==> config.mk <==
export PLATFORM = sky130hd
export DESIGN_NAME = ialu_core
export DESIGN_NICKNAME = d
export VERILOG_FILES = /design/src/rtl/ialu_pkg.sv /design/src/rtl/ialu_decode.sv /design/src/rtl/ialu_imm_ext.sv /design/src/rtl/ialu_addsub.sv /design/src/rtl/ialu_cmp.sv /design/src/rtl/ialu_core.sv
export SDC_FILE = /design/constraint.sdc
export NUM_CORES = 1
export LEC_CHECK = 0
export CAP_MARGIN = 20
export CELL_PAD_IN_SITES_DETAIL_PLACEMENT = 1
export CELL_PAD_IN_SITES_GLOBAL_PLACEMENT = 1
export CORE_UTILIZATION = 45
export CTS_CLUSTER_SIZE = 16
export DETAILED_ROUTE_END_ITERATION = 6
export DONT_BUFFER_PORTS = 1
export PLACE_DENSITY_LB_ADDON = 0.1
export SYNTH_ARGS = -nofsm -noshare
export SYNTH_HDL_FRONTEND = slang
export SYNTH_SLANG_ARGS = --single-unit
export TNS_END_PERCENT = 100
==> constraint.sdc <==
create_clock -name clk -period 9 [get_ports clk]
set_input_delay 0 -clock clk [delete_from_list [all_inputs] [get_ports clk]]
set_output_delay 0 -clock clk [all_outputs]
set_load 0.01 [all_outputs]
==> src/rtl/ialu_pkg.sv <==
package ialu_pkg;

  typedef enum logic [2:0] {
    OP_ADD  = 3'd0,
    OP_ADDU = 3'd1,
    OP_SUB  = 3'd2,
    OP_SUBU = 3'd3,
    OP_SLT  = 3'd4,
    OP_SLTU = 3'd5,
    OP_RSV6 = 3'd6,
    OP_RSV7 = 3'd7
  } alu_op_e;

  typedef enum logic [1:0] {
    SEL_SUM  = 2'd0,
    SEL_LTS  = 2'd1,
    SEL_LTU  = 2'd2,
    SEL_ZERO = 2'd3
  } res_sel_e;

  typedef struct packed {
    logic     subtract;
    logic     trap_en;
    res_sel_e sel;
  } alu_ctrl_t;

endpackage

==> src/rtl/ialu_decode.sv <==
module ialu_decode
  import ialu_pkg::*;
(
  input  logic [2:0] op_i,
  output alu_ctrl_t  ctrl_o
);

  alu_op_e op;
  assign op = alu_op_e'(op_i);

  always_comb begin
    ctrl_o = '{subtract: 1'b0, trap_en: 1'b0, sel: SEL_ZERO};
    unique case (op)
      OP_ADD:  ctrl_o = '{subtract: 1'b0, trap_en: 1'b1, sel: SEL_SUM};
      OP_ADDU: ctrl_o = '{subtract: 1'b0, trap_en: 1'b0, sel: SEL_SUM};
      OP_SUB:  ctrl_o = '{subtract: 1'b1, trap_en: 1'b1, sel: SEL_SUM};
      OP_SUBU: ctrl_o = '{subtract: 1'b1, trap_en: 1'b0, sel: SEL_SUM};
      OP_SLT:  ctrl_o = '{subtract: 1'b1, trap_en: 1'b0, sel: SEL_LTS};
      OP_SLTU: ctrl_o = '{subtract: 1'b1, trap_en: 1'b0, sel: SEL_LTU};
      default: ctrl_o = '{subtract: 1'b0, trap_en: 1'b0, sel: SEL_ZERO};
    endcase
  end

endmodule

==> src/rtl/ialu_imm_ext.sv <==
module ialu_imm_ext #(
  parameter int DATA_W = 32,
  parameter int IMM_W  = 16
) (
  input  logic [IMM_W-1:0]  imm_i,
  input  logic              sext_i,
  output logic [DATA_W-1:0] ext_o
);

  localparam int EXT_W = DATA_W - IMM_W;

  generate
    if (EXT_W > 0) begin : g_widen
      logic fill;
      assign fill  = sext_i & imm_i[IMM_W-1];
      assign ext_o = {{EXT_W{fill}}, imm_i};
    end else begin : g_pass
      logic unused_sext;
      assign unused_sext = sext_i;
      assign ext_o       = imm_i[DATA_W-1:0];
    end
  endgenerate

endmodule

==> src/rtl/ialu_addsub.sv <==
module ialu_addsub #(
  parameter int DATA_W = 32
) (
  input  logic [DATA_W-1:0] a_i,
  input  logic [DATA_W-1:0] b_i,
  input  logic              sub_i,
  output logic [DATA_W-1:0] sum_o,
  output logic              cout_o,
  output logic              ovf_o
);

  localparam int MSB = DATA_W - 1;

  logic [DATA_W-1:0] b_eff;
  logic [DATA_W:0]   wide;

  assign b_eff  = b_i ^ {DATA_W{sub_i}};
  assign wide   = {1'b0, a_i} + {1'b0, b_eff} + {{DATA_W{1'b0}}, sub_i};
  assign sum_o  = wide[DATA_W-1:0];
  assign cout_o = wide[DATA_W];
  assign ovf_o  = (a_i[MSB] == b_eff[MSB]) && (sum_o[MSB] != a_i[MSB]);

endmodule

==> src/rtl/ialu_cmp.sv <==
module ialu_cmp (
  input  logic diff_sign_i,
  input  logic diff_ovf_i,
  input  logic carry_i,
  output logic lt_signed_o,
  output logic lt_unsigned_o
);

  assign lt_signed_o   = diff_sign_i ^ diff_ovf_i;
  assign lt_unsigned_o = ~carry_i;

endmodule

==> src/rtl/ialu_core.sv <==
module ialu_core
  import ialu_pkg::*;
#(
  parameter int DATA_W = 32,
  parameter int IMM_W  = 16
) (
  input  logic              clk,
  input  logic              rst,
  input  logic [2:0]        op_i,
  input  logic              use_imm_i,
  input  logic              imm_sext_i,
  input  logic [DATA_W-1:0] a_i,
  input  logic [DATA_W-1:0] b_i,
  input  logic [IMM_W-1:0]  imm_i,
  output logic [DATA_W-1:0] result_o,
  output logic              ovf_o
);

  localparam int MSB = DATA_W - 1;

  alu_ctrl_t         ctrl;
  logic [DATA_W-1:0] imm_ext;
  logic [DATA_W-1:0] b_sel;
  logic [DATA_W-1:0] sum;
  logic              carry;
  logic              ovf_raw;
  logic              lt_s;
  logic              lt_u;
  logic [DATA_W-1:0] res_next;

  ialu_decode u_dec (
    .op_i   (op_i),
    .ctrl_o (ctrl)
  );

  ialu_imm_ext #(.DATA_W(DATA_W), .IMM_W(IMM_W)) u_ext (
    .imm_i  (imm_i),
    .sext_i (imm_sext_i),
    .ext_o  (imm_ext)
  );

  assign b_sel = use_imm_i ? imm_ext : b_i;

  ialu_addsub #(.DATA_W(DATA_W)) u_as (
    .a_i    (a_i),
    .b_i    (b_sel),
    .sub_i  (ctrl.subtract),
    .sum_o  (sum),
    .cout_o (carry),
    .ovf_o  (ovf_raw)
  );

  ialu_cmp u_cmp (
    .diff_sign_i   (sum[MSB]),
    .diff_ovf_i    (ovf_raw),
    .carry_i       (carry),
    .lt_signed_o   (lt_s),
    .lt_unsigned_o (lt_u)
  );

  always_comb begin
    unique case (ctrl.sel)
      SEL_SUM: res_next = sum;
      SEL_LTS: res_next = {{(DATA_W-1){1'b0}}, lt_s};
      SEL_LTU: res_next = {{(DATA_W-1){1'b0}}, lt_u};
      default: res_next = '0;
    endcase
  end

  always_ff @(posedge clk) begin
    if (rst) begin
      result_o <= '0;
      ovf_o    <= 1'b0;
    end else begin
      result_o <= res_next;
      ovf_o    <= ovf_raw & ctrl.trap_en;
    end
  end

endmodule

-- Word-level counts from Yosys, hierarchy flattened
Index checks and enable logic that the tools add are counted.
- register bits after elaboration: 33
- input bits: 87
- logic and storage cells: 24
- add/subtract/negate cells: 2
- multiplexer cells: 3
- reduce and logical (&&, ||, !) cells: 3
- bitwise gates (word level): 5
- equality and inequality tests: 9
- operators with widths (operator ; count):
    $pmux 32 s3 ; 1
    $add 32x32->33 ; 1
    $add 33x1->33 ; 1
    $mux 32 ; 1
    $xor 32x32->32 ; 1
    $pmux 4 s6 ; 1
    $eq 3x2->1 const B ; 2
    $eq 3x3->1 const B ; 2
    $eq 3x1->1 const B ; 1
    $logic_not 3->1 ; 1
    $and 1x1->1 ; 2
    $eq 2x1->1 const B ; 1
    $eq 2x2->1 const B ; 1
    $logic_not 2->1 ; 1
    $eq 1x1->1 ; 1
    $logic_and 1x1->1 ; 1
    $ne 1x1->1 ; 1
    $not 1->1 ; 1
    $xor 1x1->1 ; 1

-- Logic depth before layout (Yosys ltp)
- word-level depth: 9
- mapped depth: 14
- mapped depth without buffers: 13

-- Cells and area by module
A second synthesis with hierarchy kept.
- cell total of the unflattened synthesis: 421
- area total of the unflattened synthesis: 3697.3 sq um
- by module, submodules not included (module ; instances ; area each (sq um) ; cells each):
    ialu_addsub ; 1 ; 2039.5 ; 271
    ialu_core ; 1 ; 1367.6 ; 110
    ialu_imm_ext ; 1 ; 246.5 ; 33
    ialu_decode ; 1 ; 31.3 ; 5
    ialu_cmp ; 1 ; 12.5 ; 2

-- Least setup slack after synthesis
OpenSTA, ideal clock, no wires.
- path type: input -> register
- start: in op_i[2]
- end: reg result_o[30]
- setup slack: 5.659 ns
- arrival: 3.269 ns
- cell stages on the path: 14
- library setup time: 0.072 ns
- cell sequence: buf_2 -> xnor2_4 -> inv_2 -> buf_1 -> mux2i_1 -> fa_1 -> nand3b_1 -> a211o_1 -> and4b_1 -> a211oi_1 -> o221ai_1 -> a21bo_1 -> a31oi_1 -> mux2i_1
- longest elaborated chain between the ends: 6
- ends and longest elaborated chain (item ; RTL line ; RTL):
    from (decl) ; ialu_core.sv:9 ; input logic [2:0] op_i,
    $eq 3x3->1, or another cell as far along ; ialu_decode.sv:13 ; unique case (op)
    $pmux 4 s6 * ; ialu_decode.sv:13 ;
    $xor 32x32->32 ; ialu_addsub.sv:17 ; assign b_eff = b_i ^ {DATA_W{sub_i}};
    $add 32x32->33 ; ialu_addsub.sv:18 ; assign wide = {1'b0, a_i} + {1'b0, b_eff} + {{DATA_W{1'b0}}, sub_i};
    $add 33x1->33 ; ialu_addsub.sv:18 ;
    $pmux 32 s3 * ; ialu_core.sv:62 ; unique case (ctrl.sel)
    to (signal assigned) ; ialu_core.sv:75 ; result_o <= res_next;
    to (decl) ; ialu_core.sv:15 ; output logic [DATA_W-1:0] result_o,
Every way passes the cells marked *; elsewhere a longest branch is shown, timed or not.
A chain may end at the register's enable or synchronous reset.

-- Final worst setup path
- start: in op_i[1]
- end: reg ovf_o
- longest elaborated chain between the ends: 8
- ends and longest elaborated chain (item ; RTL line ; RTL):
    $eq 3x3->1, or another cell as far along ; ialu_decode.sv:13 ;
    $pmux 4 s6 * ; ialu_decode.sv:13 ;
    $xor 32x32->32 ; ialu_addsub.sv:17 ;
    $add 32x32->33 ; ialu_addsub.sv:18 ;
    $add 33x1->33 ; ialu_addsub.sv:18 ;
    $ne 1x1->1 ; ialu_addsub.sv:21 ; assign ovf_o = (a_i[MSB] == b_eff[MSB]) && (sum_o[MSB] != a_i[MSB]);
    $logic_and 1x1->1 ; ialu_addsub.sv:21 ;
    $and 1x1->1 * ; ialu_core.sv:76 ; ovf_o <= ovf_raw & ctrl.trap_en;
    to (signal assigned) ; ialu_core.sv:76 ;
    to (decl) ; ialu_core.sv:16 ; output logic ovf_o
Marks and branches as above.

==> results.toml <==
[detailed_routing]
drc = 0
firstDrtPassIters = 4
vias = 2972
postRouteAntennaNets = 0
via_per_inst = 5.956
wl_per_cell_um = 19.28
drt_wl_total_um = 9621
initialDrtViolationCount = 67

[clocking]
cts_buffer_depth = 2
h-tree-depth = 2
clockRootBuffer = "clkbuf_8"
cts_tree = "done"
numCtsBuffers = 5
path_clk_slew_ps = 70
postCtsSetupRepairBufs = 0
clkSinkCount = 33

[worst_hold_path]
hold_start = "op_i[1]"
hold_end = "result_o[0]$_SDFF_PP0_"
hold_path_class = "input port to flip-flop"
whs_path_depth = 2

[pwr]
irDropWorstVdd_uv = 78.61
power_uw = 677.5
powerDensity_nw_per_um2 = 191.8
leakagePower_nw = 1.491

[worst_setup_path]
start_kind = "input port"
crit_start = "op_i[1]"
arrival_ps = 3770
crit_required_ps = 9230
crit_path_end_kind = "flip-flop"
path_class = "input port to flip-flop"
path_max_fanout = 17

[synth]
synth_top_area_share_pct = 20.02
netlist_area_um2 = 3299
synth_compound_area_share_pct = 24.99
synth_edf_count = 0
yosysSeqAreaShare_pct = 20.02
synth_area_leaders = "dfxtp_1 (20%), ha_1 (13%), xnor2_1 (7.4%), xor2_1 (6.6%), mux2i_1 (6.1%)"
synthSimpleGateAreaFrac_pct = 17.56
syn_nets = 521
synth_xor_area_share_pct = 14.90
avgSynthCellArea_um2 = 8.249
synthAdderAreaFrac_pct = 13.12
synth_mux_area_share_pct = 6.485
synth_top_family_by_area = "compound AO/OA/AOI/OAI gates"
yosysTopAreaCell = "dfxtp_1"
ys.flop_type = "dfxtp_1"
yosys_warnings = 0
synth-seq-cells = 33
syn_inst = 400
synthDistinctLibCells = 64
async_reset_ff_share_pct = 0

[final_layout]
antenna_cells = 0
area.growth.synth_to_final_pct = 7.054
drive_gt1_share_pct = 4.963
nets = 524
final_cell_area_um2 = 3532

[grt]
grt_pass1_wl_um = 14920
grt_start_max_net_pins = 34
grt_pass1_vias = 3019
antenna_found_initial = 1
overflow = 0
grt.total_usage_pct = 25.27

[placed_design]
place_ws_ps = 5502
placed_cell_area_um2 = 3376
numPortBuffers = 0
gp_congestion = 0.8440
hpwl_um = 7545

[sta]
slew_violations = 0
rsz0062_at_grt = "false"
fin_crit_ps = 3537
setup_viol = 0
whs_ps = 14.59
max-slew-margin-rel_pct = 44.86
max_freq_ghz = 0.2827
tns_ps = 0
final_hold_viol_count = 0
period_share_pct = 39.30
max_slew.worst_pin.slew_ps = 806.3
fin_ws_ps = 5463

[die]
core-area_um2 = 6944
initial_core_util_pct = 47.51
die_x_um = 87.63
rows = 30
die_y_um = 87.63
pin_count = 120
dieArea_um2 = 7678

[job]
maxCapViolations = 0

[outcome]
status = "finished, final reports clean"
## worst max-delay path, cell delays in order
cell and delay (ps):
xnor2_4 580, xor2_1 160, ha_1 400, a21oi_1 160, o21ai_1 110, o41ai_1 660
a31oi_4 190, a21oi_4 220, o21ai_2 130, a311oi_4 370, mux2i_1 220, dlygate4sd3_1 550
## through the flow
step                utilization (%)  cells
finish                        50.86    499
global route                  50.86    499
global placement              48.61    485
CTS                           50.86    499
floorplan                         -    400
detailed placement            48.61    485
## cell usage in the layout (no fill, tap or decap), types with 7 or more instances in the layout
master and count:
xor2_1 25, ha_1 33, dfxtp_1 33, dlygate4sd3_1 7, o21ai_0 26, nor2_1 34
nand3_1 12, o21ai_1 7, xnor2_1 28, a21oi_1 32, a21o_1 13, mux2i_1 20
inv_1 13, nand2_1 27
## layout make-up
cell class | instances | area [um^2]
well taps | 96 | 120.1
flip-flops and latches | 33 | 660.6
repair buffers | 7 | 70.07
multi-input cells | 342 | 2542
clock buffers | 7 | 86.33
fillers | 857 | 3412
inverters | 14 | 52.55
## cell families (layout without fill, tap and decap cells)
group           count (synthesis)  count (layout)
simple gates                  114             114
buf+inv                        25              28
mux                            21              21
compound gates                119             119
fa+ha+maj                      34              34
xor+xnor                       54              54
flops                          33              33
## sequential cells by signal, indices dropped and copies added (netlist names)
register,count
ovf_o,1
result_o,32
## metal layers
| metal | vias to the layer above | GRT usage [%] | share of wire (%) |
|---|---|---|---|
| li1 | 1451 | - | - |
| met1 | 1409 | 33.24 | 46 |
| met2 | 99 | 41.26 | 46 |
| met3 | 11 | 6.221 | 6.3 |
| met4 | 2 | 6.706 | 1.0 |
| met5 | - | 0 | 0.094 |
## power by group
group / internal [mW] / switching (mW)
Clock: 0.0608 / 0.0581
Sequential: 0.168 / 0.0203
Combinational: 0.155 / 0.215
## Yosys cell counts, drive strengths merged (2+ instances only)
cell type / number
a2111oi: 2
a211oi: 2
a21boi: 4
a21o: 13
a21oi: 33
a221oi: 2
a31o: 2
a31oi: 3
and2: 5
and3: 6
and4: 3
and4b: 2
buf: 6
clkbuf: 5
dfxtp: 33
ha: 33
inv: 14
mux2i: 21
nand2: 27
nand2b: 2
nand3: 12
nand3b: 2
nor2: 34
nor3: 6
nor3b: 3
o211ai: 3
o21a: 3
o21ai: 34
o21bai: 6
o31ai: 2
or2: 2
or3: 5
xnor2: 29
xor2: 25
## what timing repair did
action | in CTS | in global routing
hold buffers | 7 | 0
resized for setup | 0 | 0
endpoints found under the setup margin | 0 | 0
hold endpoints to repair | 4 | 0
## worst max-delay path by stage
stage,slack [ps],endpoint
finish,5460,ovf_o$_SDFF_PP0_
CTS,5440,ovf_o$_SDFF_PP0_
detailed placement,5500,result_o[30]$_SDFF_PP0_
global placement,5710,result_o[30]$_SDFF_PP0_
global route,5110,ovf_o$_SDFF_PP0_
floorplan,5660,result_o[30]$_SDFF_PP0_
No activity file was read; power rests on OpenSTA's default activity.
